--- src/rtl/exc_pkg.sv ---
package exc_pkg;
   localparam int NUM_STAGES = 5;
   localparam int VEC_W      = 8;
   localparam int CAUSE_W    = 4;
   localparam int IF_FLAGS   = 3;
   localparam int MEM_FLAGS  = 3;

   typedef enum logic [2:0] {
      STG_IF  = 3'd0,
      STG_ID  = 3'd1,
      STG_EX  = 3'd2,
      STG_MEM = 3'd3,
      STG_WB  = 3'd4
   } stage_e;

   // bit i of the status vector reports cause code i+1; lower index is earlier stage
   function automatic logic [VEC_W-1:0] stage_mask(input int s);
      case (s)
         0:       return 8'b0000_0111;
         1:       return 8'b0000_1000;
         2:       return 8'b0001_0000;
         3:       return 8'b1110_0000;
         default: return 8'b0000_0000;
      endcase
   endfunction
endpackage

--- src/rtl/exc_stage_reg.sv ---
module exc_stage_reg #(
   parameter int PC_W  = 32,
   parameter int VEC_W = 8
) (
   input  logic             clk,
   input  logic             rst_n,
   input  logic             hold_i,
   input  logic             clear_i,
   input  logic             valid_d,
   input  logic [PC_W-1:0]  pc_d,
   input  logic [VEC_W-1:0] vec_d,
   output logic             valid_q,
   output logic [PC_W-1:0]  pc_q,
   output logic [VEC_W-1:0] vec_q
);
   always_ff @(posedge clk or negedge rst_n) begin
      if (!rst_n) begin
         valid_q <= 1'b0;
         pc_q    <= '0;
         vec_q   <= '0;
      end else if (clear_i) begin
         valid_q <= 1'b0;
         pc_q    <= '0;
         vec_q   <= '0;
      end else if (!hold_i) begin
         valid_q <= valid_d;
         pc_q    <= pc_d;
         vec_q   <= valid_d ? vec_d : '0;
      end
   end
endmodule

--- src/rtl/exc_cause_enc.sv ---
module exc_cause_enc #(
   parameter int VEC_W   = 8,
   parameter int CAUSE_W = 4
) (
   input  logic [VEC_W-1:0]   vec_i,
   output logic [CAUSE_W-1:0] cause_o
);
   if (VEC_W >= (1 << CAUSE_W)) begin : g_bad_width
      $error("cause field too narrow for status vector");
   end

   always_comb begin
      cause_o = '0;
      for (int i = VEC_W - 1; i >= 0; i--) begin
         if (vec_i[i]) cause_o = CAUSE_W'(i + 1);
      end
   end
endmodule

--- src/rtl/exc_tracker.sv ---
module exc_tracker
   import exc_pkg::*;
#(
   parameter int              PC_W       = 32,
   parameter logic [PC_W-1:0] HANDLER_PC = PC_W'('h180)
) (
   input  logic                  clk,
   input  logic                  rst_n,
   input  logic                  stall_i,
   input  logic                  if_valid_i,
   input  logic [PC_W-1:0]       if_pc_i,
   input  logic [IF_FLAGS-1:0]   if_exc_i,
   input  logic                  id_exc_i,
   input  logic                  ex_exc_i,
   input  logic [MEM_FLAGS-1:0]  mem_exc_i,
   output logic [NUM_STAGES-1:0] kill_o,
   output logic                  exc_taken_o,
   output logic                  flush_o,
   output logic [PC_W-1:0]       epc_o,
   output logic [CAUSE_W-1:0]    cause_o,
   output logic [PC_W-1:0]       redirect_pc_o
);
   localparam int WB = NUM_STAGES - 1;

   if (PC_W < 8) begin : g_bad_pc
      $error("PC_W must be at least 8");
   end
   if (HANDLER_PC[1:0] != 2'b00) begin : g_bad_handler
      $error("HANDLER_PC must be word aligned");
   end

   logic [VEC_W-1:0]      strobes;
   logic [NUM_STAGES-1:0] st_valid;
   logic [PC_W-1:0]       st_pc  [NUM_STAGES];
   logic [VEC_W-1:0]      st_vec [NUM_STAGES];
   logic [VEC_W-1:0]      st_mrg [NUM_STAGES];
   logic [CAUSE_W-1:0]    wb_cause;
   logic                  taken;

   assign strobes     = {mem_exc_i, ex_exc_i, id_exc_i, if_exc_i};
   assign st_valid[0] = if_valid_i;
   assign st_pc[0]    = if_pc_i;
   assign st_vec[0]   = '0;

   for (genvar s = 0; s < NUM_STAGES; s++) begin : g_stage
      assign st_mrg[s] = st_vec[s] | (st_valid[s] ? (strobes & stage_mask(s)) : '0);
      assign kill_o[s] = st_valid[s] & ((|st_mrg[s]) | taken);
      if (s > 0) begin : g_slot
         exc_stage_reg #(.PC_W(PC_W), .VEC_W(VEC_W)) u_slot (
            .clk    (clk),
            .rst_n  (rst_n),
            .hold_i (stall_i),
            .clear_i(taken),
            .valid_d(st_valid[s-1]),
            .pc_d   (st_pc[s-1]),
            .vec_d  (st_mrg[s-1]),
            .valid_q(st_valid[s]),
            .pc_q   (st_pc[s]),
            .vec_q  (st_vec[s])
         );
      end
   end

   assign taken = st_valid[WB] & (|st_mrg[WB]);

   exc_cause_enc #(.VEC_W(VEC_W), .CAUSE_W(CAUSE_W)) u_enc (
      .vec_i  (st_mrg[WB]),
      .cause_o(wb_cause)
   );

   always_ff @(posedge clk or negedge rst_n) begin
      if (!rst_n) begin
         epc_o   <= '0;
         cause_o <= '0;
      end else if (taken) begin
         epc_o   <= st_pc[WB];
         cause_o <= wb_cause;
      end
   end

   assign exc_taken_o   = taken;
   assign flush_o       = taken;
   assign redirect_pc_o = taken ? HANDLER_PC : '0;
endmodule

--- config.mk ---
export PLATFORM = sky130hd
export DESIGN_NAME = exc_tracker
export DESIGN_NICKNAME = d
export VERILOG_FILES = /design/src/rtl/exc_pkg.sv /design/src/rtl/exc_stage_reg.sv /design/src/rtl/exc_cause_enc.sv /design/src/rtl/exc_tracker.sv
export SDC_FILE = /design/constraint.sdc
export NUM_CORES = 1
export LEC_CHECK = 0
export ABC_AREA = 1
export BUFFER_PORTS_ARGS = -buffer_cell sky130_fd_sc_hd__buf_2
export CORE_UTILIZATION = 57
export CTS_CLUSTER_SIZE = 25
export DETAILED_ROUTE_END_ITERATION = 16
export PLACE_DENSITY = 0.87
export SLEW_MARGIN = 40
export SYNTH_ARGS = -nofsm -noshare
export SYNTH_HDL_FRONTEND = slang
export SYNTH_SLANG_ARGS = --single-unit
--- constraint.sdc ---
create_clock -name clk -period 1.5 [get_ports clk]
set_input_delay 0.075 -clock clk [delete_from_list [all_inputs] [get_ports clk]]
set_output_delay 0.075 -clock clk [all_outputs]
set_load 0.01 [all_outputs]
==> results of run 1 <==
worst max-delay path, cell delays in order, from the launching register on:
cell	delay (ns)
dfrtp_1	0.40
nor2_2	0.12
nand3_2	0.11
buf_4	0.17
nor2_4	0.12
nor2_4	0.08
buf_12	0.14
buf_2	0.13
logic make-up after synthesis:
| group | count (synthesis) |
|---|---|
| AND/OR/NAND/NOR | 469 |
| buffers and inverters | 106 |
| other | 1 |
| AO/OA/AOI/OAI | 137 |
| flip-flops | 188 |
cells in the final DEF (no fill, tap or decap), types with 2 or more instances in the layout:
master,n
dfrtp_1,188
bufbuf_16,5
clkinv_2,3
a21oi_4,4
dlygate4sd3_1,42
buf_16,4
buf_4,30
buf_8,2
nand3_2,2
a21oi_1,46
bufinv_16,3
buf_12,13
clkbuf_16,17
nand3_1,47
clkinvlp_4,5
nor2_4,2
nand2_1,400
buf_2,86
conb_1,30
nor2_1,10
nor3_1,3
inv_1,11
inv_2,3
inv_6,2
a21oi_2,84
nor2_2,3
per-layer routing:
metal,vias to the layer above,share of wire [%]
li1,3098,-
met1,3256,41
met2,265,51
met3,44,5.5
met4,0,2.9
met5,-,0
repair_timing:
item / 4_1_cts / 5_1_grt
pin swaps: 9 / 4
gates cloned: 7 / 0
setup buffers: 13 / 4
hold endpoints to repair: 229 / 0
resized for setup: 15 / 28
endpoints found under the setup margin: 158 / 188
hold buffers: 42 / 0
stage by stage:
step                      hold WS (ns)  std cells  instance area [sq um]  util (%)  worst slack (ns)
after CTS                       0.0480       1231                  10100      73.1            -0.289
after global placement          0.0319       1138                   8770      63.2           -0.0945
after floorplan                 -0.221        930                   8240         -             0.238
after global routing            0.0678       1235                  10300      74.1            -0.335
final                           0.0579       1235                  10300      74.1            -0.284
after detailed placement        0.0320       1138                   8770      63.2            -0.142
worst max-delay path by stage:
| stage | start | endpoint | slack, ns |
|---|---|---|---|
| 6_report | g_stage[4].g_slot.u_slot.vec_q[6]$_DFFE_PN0P_ | redirect_pc_o[7] | -0.28 |
| 5_1_grt | g_stage[4].g_slot.u_slot.vec_q[7]$_DFFE_PN0P_ | exc_taken_o | -0.34 |
| 4_1_cts | g_stage[4].g_slot.u_slot.vec_q[7]$_DFFE_PN0P_ | kill_o[1] | -0.29 |
| 3_5_place_dp | g_stage[4].g_slot.u_slot.vec_q[6]$_DFFE_PN0P_ | redirect_pc_o[7] | -0.14 |
| 3_3_place_gp | g_stage[4].g_slot.u_slot.vec_q[6]$_DFFE_PN0P_ | flush_o | -0.09 |
| 2_1_floorplan | g_stage[4].g_slot.u_slot.vec_q[3]$_DFFE_PN0P_ | epc_o[10]$_DFFE_PN0P_ | 0.24 |
cell type report:
class                   count  area [sq um]  area share (%)
clock buffers              18           429            4.17
clock inverters            14           169            1.64
inverters                  15          58.8           0.571
multi-input cells         636          3040            29.5
flip-flops and latches    188          4700            45.7
well taps                 180           225            2.19
repair buffers            184          1660            16.2
flip-flops by register name, summed over array words and instances (netlist names):
signal                         cells
g_stage.g_slot.u_slot.pc_q       128
epc_o                             32
g_stage.g_slot.u_slot.vec_q       20
cause_o                            4
g_stage.g_slot.u_slot.valid_q      4
power by group through the flow:
stage / logic (uW) / registers, uW / clock network (uW)
4_1_cts: 3960 / 7150 / 4570
2_1_floorplan: 2120 / 7280 / 0
3_3_place_gp: 3300 / 7130 / 0
5_1_grt: 4600 / 7340 / 4810
6_report: 4170 / 7210 / 4550
3_5_place_dp: 3430 / 7220 / 0
==> flow_metrics.env, run 1 <==
export IMPL_status="finished with violations"
export IMPL_violations="setup timing"
export IMPL_finalSetupTns_ns=-19.30
export IMPL_ys_seq_elements=188
export IMPL_max_vdd_ir_drop_v=0.000955
export IMPL_cts_tree="yes"
export IMPL_synth_flop_cell="dfrtp_1"
export IMPL_fin_total_pwr_uw=15900
export IMPL_io_pins=119
export IMPL_grtUsageMet1_pct=36.8
export IMPL_r2r_end="g_stage[3].g_slot.u_slot.pc_q[16]$_DFFE_PN0P_"
export IMPL_clk_pin_slew_ns=0.07
export IMPL_synth_top_area_share_pct=57.9
export IMPL_ant_nets=0
export IMPL_setup_ws_ns=-0.284
export IMPL_syn_area_sq_um=8130
export IMPL_yosysMostFrequentCell="nand2_1"
export IMPL_p_seq_share_pct=45.2
export IMPL_switchingPower_uw=5060
export IMPL_syn_inst=901
export IMPL_drcViolationCount=0
export IMPL_synthAdderAreaFrac_pct=0
export IMPL_p_leak_uw=0.00511
export IMPL_cap_violations=0
export IMPL_async_flop_share_pct=100
export IMPL_worstPathArrival_ns=1.71
export IMPL_grt_max_degree=59
export IMPL_yosysUniqueCellTypes=24
export IMPL_syn_area_per_cell_sq_um=9.02
export IMPL_initialDrtViolationCount=696
export IMPL_area_growth_pct=26.6
export IMPL_grt_ovfl_total=0
export IMPL_synth_commonest_cells="400 x nand2_1, 188 x dfrtp_1, 70 x a21oi_2"
export IMPL_min_path_type="input pin to flip-flop"
export IMPL_die_h_um=121
export IMPL_diodes=0
export IMPL_crit_path_end_kind="output port"
export IMPL_critical_path_peak_fanout=12
export IMPL_globalplace_congestion=0.846
export IMPL_antenna_found_initial=0
export IMPL_synth_simple_gate_area_share_pct=22.7
export IMPL_grt_pass1_vias=6467
export IMPL_fin_skew_ns=0.00926
export IMPL_power_density_nw_per_um2=1550
export IMPL_hpwlAfterDp_um=10500
export IMPL_rsz0062_at_grt="true"
export IMPL_synth_area_leaders="dfrtp_1 58%, nand2_1 18%, a21oi_2 7.5%, a21oi_1 3.9%, buf_4 3.6%"
export IMPL_synth_top_family_by_area="simple AND/OR/NAND/NOR gates"
export IMPL_seq_area_frac_synth_pct=57.9
export IMPL_synth_compound_area_share_pct=11.7
export IMPL_worstHoldPathCells=3
export IMPL_worstPathRequired_ns=1.42
export IMPL_start_util_pct=58.6
export IMPL_setup_viol=171
export IMPL_use_met2_pct=45.6
export IMPL_hold_end="g_stage[3].g_slot.u_slot.pc_q[20]$_DFFE_PN0P_"
export IMPL_wl_per_cell_um=16.0
export IMPL_core_sq_um=13900
export IMPL_p_int_uw=10900
export IMPL_power_frac_clock_pct=28.6
export IMPL_synth_top_area_cell="dfrtp_1"
export IMPL_drt_pass1_iterations=5
export IMPL_fillers=905
export IMPL_vias_per_cell=5.40
export IMPL_chipWidth_um=121
export IMPL_crit_type="flip-flop to output port"
export IMPL_vias=6663
export IMPL_synth_mux_area_share_pct=0
export IMPL_min_from="stall_i"
export IMPL_use_met3_pct=5.87
export IMPL_hold_viol_final=0
export IMPL_swShare_pct=31.8
export IMPL_placementRows=43
export IMPL_fin_crit_sh_pct=119
export IMPL_synth_xor_area_share_pct=0
export IMPL_clock_sinks=188
export IMPL_fin_crit_ns=1.78
export IMPL_synth_edf_count=0
export IMPL_clockBufferDepth=2
export IMPL_insertion_delay_ns=0.43
export IMPL_wirelength_um=19800
export IMPL_r2r_cells=8
export IMPL_track_usage_pct=28.2
export IMPL_drive_gt1_share_pct=26.1
export IMPL_cts_root_buffer="clkbuf_16"
export IMPL_fin_nets=1086
export IMPL_gr_max_usage_layer="met2"
export IMPL_grt_first_pass_wirelength_um=31800
export IMPL_numCtsBuffers=17
export IMPL_maxSlewViolCount=0
export IMPL_die_area_sq_um=14700
export IMPL_r2r_slack_ns=-0.25
export IMPL_io_buffers=88
export IMPL_cp_start_kind="flip-flop"
export IMPL_fmax_mhz=561
export IMPL_power_frac_comb_pct=26.2
export IMPL_r2r_start="g_stage[4].g_slot.u_slot.vec_q[6]$_DFFE_PN0P_"
export IMPL_ys_warn_count=0
export IMPL_h_tree_depth=4
No activity file was read; power rests on OpenSTA's default activity.
==> run 2, diff against run 1 <==
--- a/config.mk
+++ b/config.mk
@@ -7,6 +7,7 @@
 export LEC_CHECK = 0
 export ABC_AREA = 1
 export BUFFER_PORTS_ARGS = -buffer_cell sky130_fd_sc_hd__buf_2
+export CORE_ASPECT_RATIO = 1.75
 export CORE_UTILIZATION = 57
 export CTS_CLUSTER_SIZE = 25
 export DETAILED_ROUTE_END_ITERATION = 16
==> run 2 against run 1 <==
The flow still finishes with violations (setup timing). Flip-flop and latch count did not move. Worst setup slack lost 0.031 ns. Cell count increased by 0.73%. Clock power up 1%. Core utilization is 2.3 points higher. Fmax down 1.7%. Die area up 0.13%. First-iteration DRC count fell by 9.2%. Clock skew fell by 0.0016 ns. Worst hold slack improved by 0.018 ns. Design area grew 3.3%. Critical endpoint is now epc_o[20]$_DFFE_PN0P_. Largest cell class unchanged.
==> flow_metrics.env, run 2 (synthesis results as in run 1) <==
export IMPL_r2r_cells=9
export IMPL_worstPathArrival_ns=2.17
export IMPL_worstHoldPathCells=3
export IMPL_hold_end="g_stage[4].g_slot.u_slot.vec_q[1]$_DFFE_PN0P_"
export IMPL_crit_chain="nor2_2 > nand3_2 > buf_6 > o21ai_4 > buf_4 > buf_8 > bufbuf_16 > nand2_1 > nand2_1"
export IMPL_critical_path_peak_fanout=12
export IMPL_start_util_pct=58.5
export IMPL_cp_buffers_inverters=4
export IMPL_layout_common_cells="396 x nand2_1, 188 x dfrtp_1, 97 x a21oi_2, 86 x buf_2, 48 x nand3_1"
export IMPL_die_h_um=160
export IMPL_drcViolationCount=0
export IMPL_fillers=826
export IMPL_placementRows=57
export IMPL_area_growth_pct=30.8
export IMPL_fin_skew_ns=0.00764
export IMPL_core_sq_um=13900
export IMPL_seq_area_sq_um=4700
export IMPL_chipWidth_um=92.3
export IMPL_hold_viol_final=0
export IMPL_globalplace_congestion=0.797
export IMPL_r2r_start="g_stage[4].g_slot.u_slot.vec_q[7]$_DFFE_PN0P_"
export IMPL_maxSlewViolCount=0
export IMPL_insertion_delay_ns=0.44
export IMPL_crit_family="buffers and inverters"
export IMPL_crit_top_cell="nand2_1"
export IMPL_status="finished with violations"
export IMPL_r2r_end="epc_o[20]$_DFFE_PN0P_"
export IMPL_vias_per_cell=5.60
export IMPL_grt_max_degree=58
export IMPL_power_density_nw_per_um2=1550
export IMPL_fin_total_pwr_uw=16500
export IMPL_crit_path_end_kind="flip-flop"
export IMPL_largest_register_ffs=128
export IMPL_multi_input_comb_area_sq_um=3150
export IMPL_io_pins=119
export IMPL_cts_tree="yes"
export IMPL_slowest_stage="dfrtp_1"
export IMPL_clock_sinks=188
export IMPL_clockBufferDepth=2
export IMPL_initialDrtViolationCount=632
export IMPL_cts_root_buffer="clkbuf_16"
export IMPL_fin_crit_sh_pct=121
export IMPL_cp_start_kind="flip-flop"
export IMPL_diodes=0
export IMPL_worstPathRequired_ns=1.86
export IMPL_wl_per_cell_um=17.9
export IMPL_setup_ws_ns=-0.315
export IMPL_vias=6965
export IMPL_track_usage_pct=27.9
export IMPL_drt_pass1_iterations=8
export IMPL_place_ws_ns=-0.0455
export IMPL_io_buffers=88
export IMPL_setup_viol=173
export IMPL_h_tree_depth=4
export IMPL_ant_nets=0
export IMPL_violations="setup timing"
export IMPL_hpwlAfterDp_um=10100
export IMPL_max_vdd_ir_drop_v=0.000972
export IMPL_min_from="stall_i"
export IMPL_final_common_cell="nand2_1"
export IMPL_grt_ovfl_total=0
export IMPL_r2r_slack_ns=-0.31
export IMPL_cap_violations=0
export IMPL_p_leak_uw=0.00524
export IMPL_rsz0062_at_grt="true"
export IMPL_clk_pin_slew_ns=0.07
export IMPL_regMostFlops="g_stage.g_slot.u_slot.pc_q"
export IMPL_fmax_mhz=551
export IMPL_wirelength_um=22300
export IMPL_fin_nets=1098
export IMPL_drive_gt1_share_pct=28.6
export IMPL_antenna_found_initial=0
export IMPL_fin_crit_ns=1.81
export IMPL_largestRegisters="g_stage.g_slot.u_slot.pc_q: 128 flops, epc_o: 32 flops, g_stage.g_slot.u_slot.vec_q: 20 flops"
export IMPL_crit_type="flip-flop to flip-flop"
export IMPL_numCtsBuffers=17
export IMPL_min_path_type="input pin to flip-flop"
export IMPL_slowest_delay_ns=0.39
export IMPL_grt_first_pass_wirelength_um=32200
export IMPL_die_area_sq_um=14800
export IMPL_grt_pass1_vias=6848
run 2: tightest hold or removal path, cell delays in order:
cell and delay, ns:
buf_4 0.22, nand3_1 0.13, nand2_1 0.04
run 2: final cells by class:
| type | instances | share of cell area (%) |
|---|---|---|
| flip-flops and latches | 188 | 44.2 |
| multi-input cells | 636 | 29.7 |
| repair buffers | 196 | 17.8 |
| clock buffers | 21 | 4.42 |
| well taps | 177 | 2.08 |
| clock inverters | 11 | 1.26 |
| inverters | 15 | 0.553 |
run 2: where the power goes:
group          internal [uW]  switching [uW]  total, uW
combinational           2080            2550       4630
sequential              6390             878       7270
clock                   2610            2000       4610
run 2: worst max path at each step:
stage	startpoint	end	slack (ns)	cells past startpoint
floorplan	g_stage[4].g_slot.u_slot.vec_q[3]$_DFFE_PN0P_	epc_o[10]$_DFFE_PN0P_	0.24	7
global placement	g_stage[4].g_slot.u_slot.vec_q[3]$_DFFE_PN0P_	exc_taken_o	-0.006	6
detailed placement	g_stage[4].g_slot.u_slot.vec_q[3]$_DFFE_PN0P_	exc_taken_o	-0.05	6
CTS	g_stage[4].g_slot.u_slot.vec_q[7]$_DFFE_PN0P_	kill_o[1]	-0.25	7
global route	g_stage[4].g_slot.u_slot.vec_q[7]$_DFFE_PN0P_	epc_o[20]$_DFFE_PN0P_	-0.37	9
finish	g_stage[4].g_slot.u_slot.vec_q[7]$_DFFE_PN0P_	epc_o[20]$_DFFE_PN0P_	-0.31	9
run 2: layer usage:
metal	part of all wire, %	vias to the layer above	track usage (%)
met3	5.4	95	4.76
li1	-	3114	-
met2	54	349	49.8
met1	36	3407	31.7
met4	4.9	0	14.0
met5	0	-	0
run 2: through the flow:
step / cells / hold slack [ns] / cell area [sq um] / util (%) / TNS, ns
final: 1244 / 0.0759 / 10600 / 76.5 / -26.88
after global routing: 1244 / 0.0729 / 10600 / 76.5 / -36.43
after CTS: 1230 / 0.0608 / 10200 / 73.1 / -17.64
after detailed placement: 1137 / 0.0744 / 8720 / 62.7 / -0.245
after global placement: 1137 / 0.0686 / 8720 / 62.7 / -0.0293
after floorplan: 930 / -0.221 / 8240 / - / 0
run 2: what timing repair did:
action                                 4_1_cts  5_1_grt
cloned                                       9       10
setup endpoints to repair                   52      193
resized for setup                           22       62
pin swaps                                    5        3
buffers inserted                            10        5
hold buffers                                42        0
endpoints found under the hold margin       93        0
==> run 3, diff against run 2 <==
--- a/config.mk
+++ b/config.mk
@@ -8,10 +8,12 @@
 export ABC_AREA = 1
 export BUFFER_PORTS_ARGS = -buffer_cell sky130_fd_sc_hd__buf_2
 export CORE_ASPECT_RATIO = 1.75
+export CORE_MARGIN = 2
 export CORE_UTILIZATION = 57
 export CTS_CLUSTER_SIZE = 25
 export DETAILED_ROUTE_END_ITERATION = 16
 export PLACE_DENSITY = 0.87
+export REMOVE_ABC_BUFFERS = 1
 export SLEW_MARGIN = 40
 export SYNTH_ARGS = -nofsm -noshare
 export SYNTH_HDL_FRONTEND = slang
==> run 3 against run 2 <==
The run still ends with setup timing left. Worst setup slack gained 0.040 ns. Worst hold slack worse by 0.072 ns. Sequential power about the same. Via count increased by 2.9%. Critical path type is now flip-flop to output port. Critical endpoint is now kill_o[1]. Largest cell class unchanged.
==> flow_metrics.env, run 3 (synthesis results as in run 1) <==
export IMPL_cp_start_kind="flip-flop"
export IMPL_power_density_nw_per_um2=1620
export IMPL_chipWidth_um=94.3
export IMPL_seq_area_sq_um=4700
export IMPL_rsz0062_at_grt="true"
export IMPL_cap_violations=0
export IMPL_diodes=0
export IMPL_cts_root_buffer="clkbuf_16"
export IMPL_die_h_um=162
export IMPL_finalSetupTns_ns=-27.65
export IMPL_critical_path_peak_fanout=7
export IMPL_min_path_type="input pin to flip-flop"
export IMPL_status="finished with violations"
export IMPL_vias_per_cell=5.82
export IMPL_p_seq_share_pct=43.5
export IMPL_grt_pass1_vias=6833
export IMPL_hpwlAfterDp_um=9800
export IMPL_cts_tree="yes"
export IMPL_clk_pin_slew_ns=0.07
export IMPL_ant_nets=0
export IMPL_initialDrtViolationCount=892
export IMPL_power_frac_clock_pct=30.7
export IMPL_hold_viol_final=0
export IMPL_antenna_found_initial=0
export IMPL_wirelength_um=23700
export IMPL_largestRegisters="g_stage.g_slot.u_slot.pc_q: 128 flops, epc_o: 32 flops, g_stage.g_slot.u_slot.vec_q: 20 flops"
export IMPL_fin_area_sq_um=10400
export IMPL_place_inst=1128
export IMPL_fmax_mhz=563
export IMPL_max_vdd_ir_drop_v=0.000932
export IMPL_numCtsBuffers=17
export IMPL_crit_path_end_kind="output port"
export IMPL_place_ws_ns=-0.0434
export IMPL_p_int_uw=11200
export IMPL_clockBufferDepth=2
export IMPL_setup_viol=182
export IMPL_io_pins=119
export IMPL_fin_crit_sh_pct=118
export IMPL_p_leak_uw=0.00513
export IMPL_h_tree_depth=4
export IMPL_worstPathArrival_ns=1.70
export IMPL_clock_sinks=188
export IMPL_power_frac_comb_pct=25.9
export IMPL_die_area_sq_um=15300
export IMPL_max_slew_margin_rel_pct=53.9
export IMPL_drt_pass1_iterations=6
export IMPL_fillers=851
export IMPL_grt_max_degree=55
export IMPL_multi_input_comb_area_sq_um=3050
export IMPL_drcViolationCount=0
export IMPL_track_usage_pct=29.2
export IMPL_crit_type="flip-flop to output port"
export IMPL_wl_per_cell_um=19.2
export IMPL_grt_first_pass_wirelength_um=34200
export IMPL_regMostFlops="g_stage.g_slot.u_slot.pc_q"
export IMPL_core_sq_um=13900
export IMPL_io_buffers=88
export IMPL_insertion_delay_ns=0.44
export IMPL_fin_total_pwr_uw=16700
export IMPL_fin_skew_ns=0.0106
export IMPL_vias=7164
export IMPL_setup_ws_ns=-0.275
export IMPL_fin_nets=1085
export IMPL_drive_gt1_share_pct=26.7
export IMPL_fin_crit_ns=1.77
export IMPL_swShare_pct=32.8
export IMPL_switchingPower_uw=5500
export IMPL_layout_common_cells="389 x nand2_1, 188 x dfrtp_1, 80 x buf_2, 74 x a21oi_2, 57 x a21oi_1"
export IMPL_globalplace_congestion=0.843
export IMPL_final_common_cell="nand2_1"
export IMPL_worst_pin_slew_ns=0.690
export IMPL_finalNonFillerCells=1231
export IMPL_area_growth_pct=27.4
export IMPL_grt_ovfl_total=0
export IMPL_worstPathRequired_ns=1.42
export IMPL_dpl_cell_area_sq_um=8650
export IMPL_placementRows=57
export IMPL_violations="setup timing"
export IMPL_maxSlewViolCount=0
export IMPL_largest_register_ffs=128
export IMPL_start_util_pct=58.5
[run 3: changes by cell type in the layout (fill, tap and decap cells not counted), sizes merged]
cell         delta
inv             +3
bufinv          +3
dlygate4sd3     -2
clkinv          -1
clkinvlp        -2
clkbuf          -4
bufbuf          -3
buf             -7
[run 3: power by group through the flow]
stage | clock, uW | sequential [uW] | combinational (uW)
finish | 5140 | 7280 | 4330
detailed placement | 0 | 7210 | 3350
floorplan | 0 | 7280 | 1880
CTS | 5100 | 7150 | 3940
global route | 5360 | 7390 | 4650
global placement | 0 | 7160 | 3230
[run 3: final cells by class]
type                            instances  share of cell area, %
Sequential cell                       188                   45.4
Inverter                               15                  0.568
Tap cell                              177                   2.14
Clock buffer                           18                   4.24
Timing Repair Buffer                  183                   16.0
Clock inverter                         14                   2.23
Multi-Input combinational cell        636                   29.4
[run 3: timing repair]
item,in CTS,in global routing
setup buffers,16,8
hold endpoints to repair,184,0
hold buffers,40,0
pin swaps,15,18
setup endpoints to repair,75,196
gates cloned,5,7
gates resized for setup,34,31
[run 3: layer usage]
metal	track usage (%)	vias up	routed length, um
li1	-	3080	-
met1	34.5	3458	8080
met2	49.2	488	12100
met3	6.77	138	1940
met4	15.3	0	1530
met5	0	-	0
[run 3: worst paths after layout]
kind / start / end / slack, ns / cells after the start
max: g_stage[4].g_slot.u_slot.vec_q[7]$_DFFE_PN0P_ / kill_o[1] / -0.27 / 6
min: if_exc_i[2] / g_stage[1].g_slot.u_slot.vec_q[2]$_DFFE_PN0P_ / 0.004 / 5
max reg2reg: g_stage[4].g_slot.u_slot.vec_q[7]$_DFFE_PN0P_ / g_stage[3].g_slot.u_slot.pc_q[17]$_DFFE_PN0P_ / -0.26 / 8
min reg2reg: g_stage[4].g_slot.u_slot.pc_q[23]$_DFFE_PN0P_ / epc_o[23]$_DFFE_PN0P_ / 0.47 / 2
max in group asynchronous: rst_n / epc_o[13]$_DFFE_PN0P_ / 0.69 / 3
min in group asynchronous: rst_n / g_stage[4].g_slot.u_slot.pc_q[13]$_DFFE_PN0P_ / 0.14 / 2
[run 3: critical path, cell delays in order, from the launching register on]
cell and delay [ns]:
dfrtp_1 0.41, nor2_2 0.15, nand3_2 0.12, o21ai_4 0.21, buf_12 0.17, a21oi_4 0.06, buf_2 0.16
[run 3: per-stage QoR]
| stage | hold WS (ns) | utilization [%] |
|---|---|---|
| final | 0.00413 | 74.5 |
| after CTS | 0.00220 | 72.7 |
| after global routing | 0.0424 | 74.5 |
| after floorplan | -0.221 | - |
| after global placement | 0.0481 | 62.2 |
| after detailed placement | 0.0514 | 62.2 |
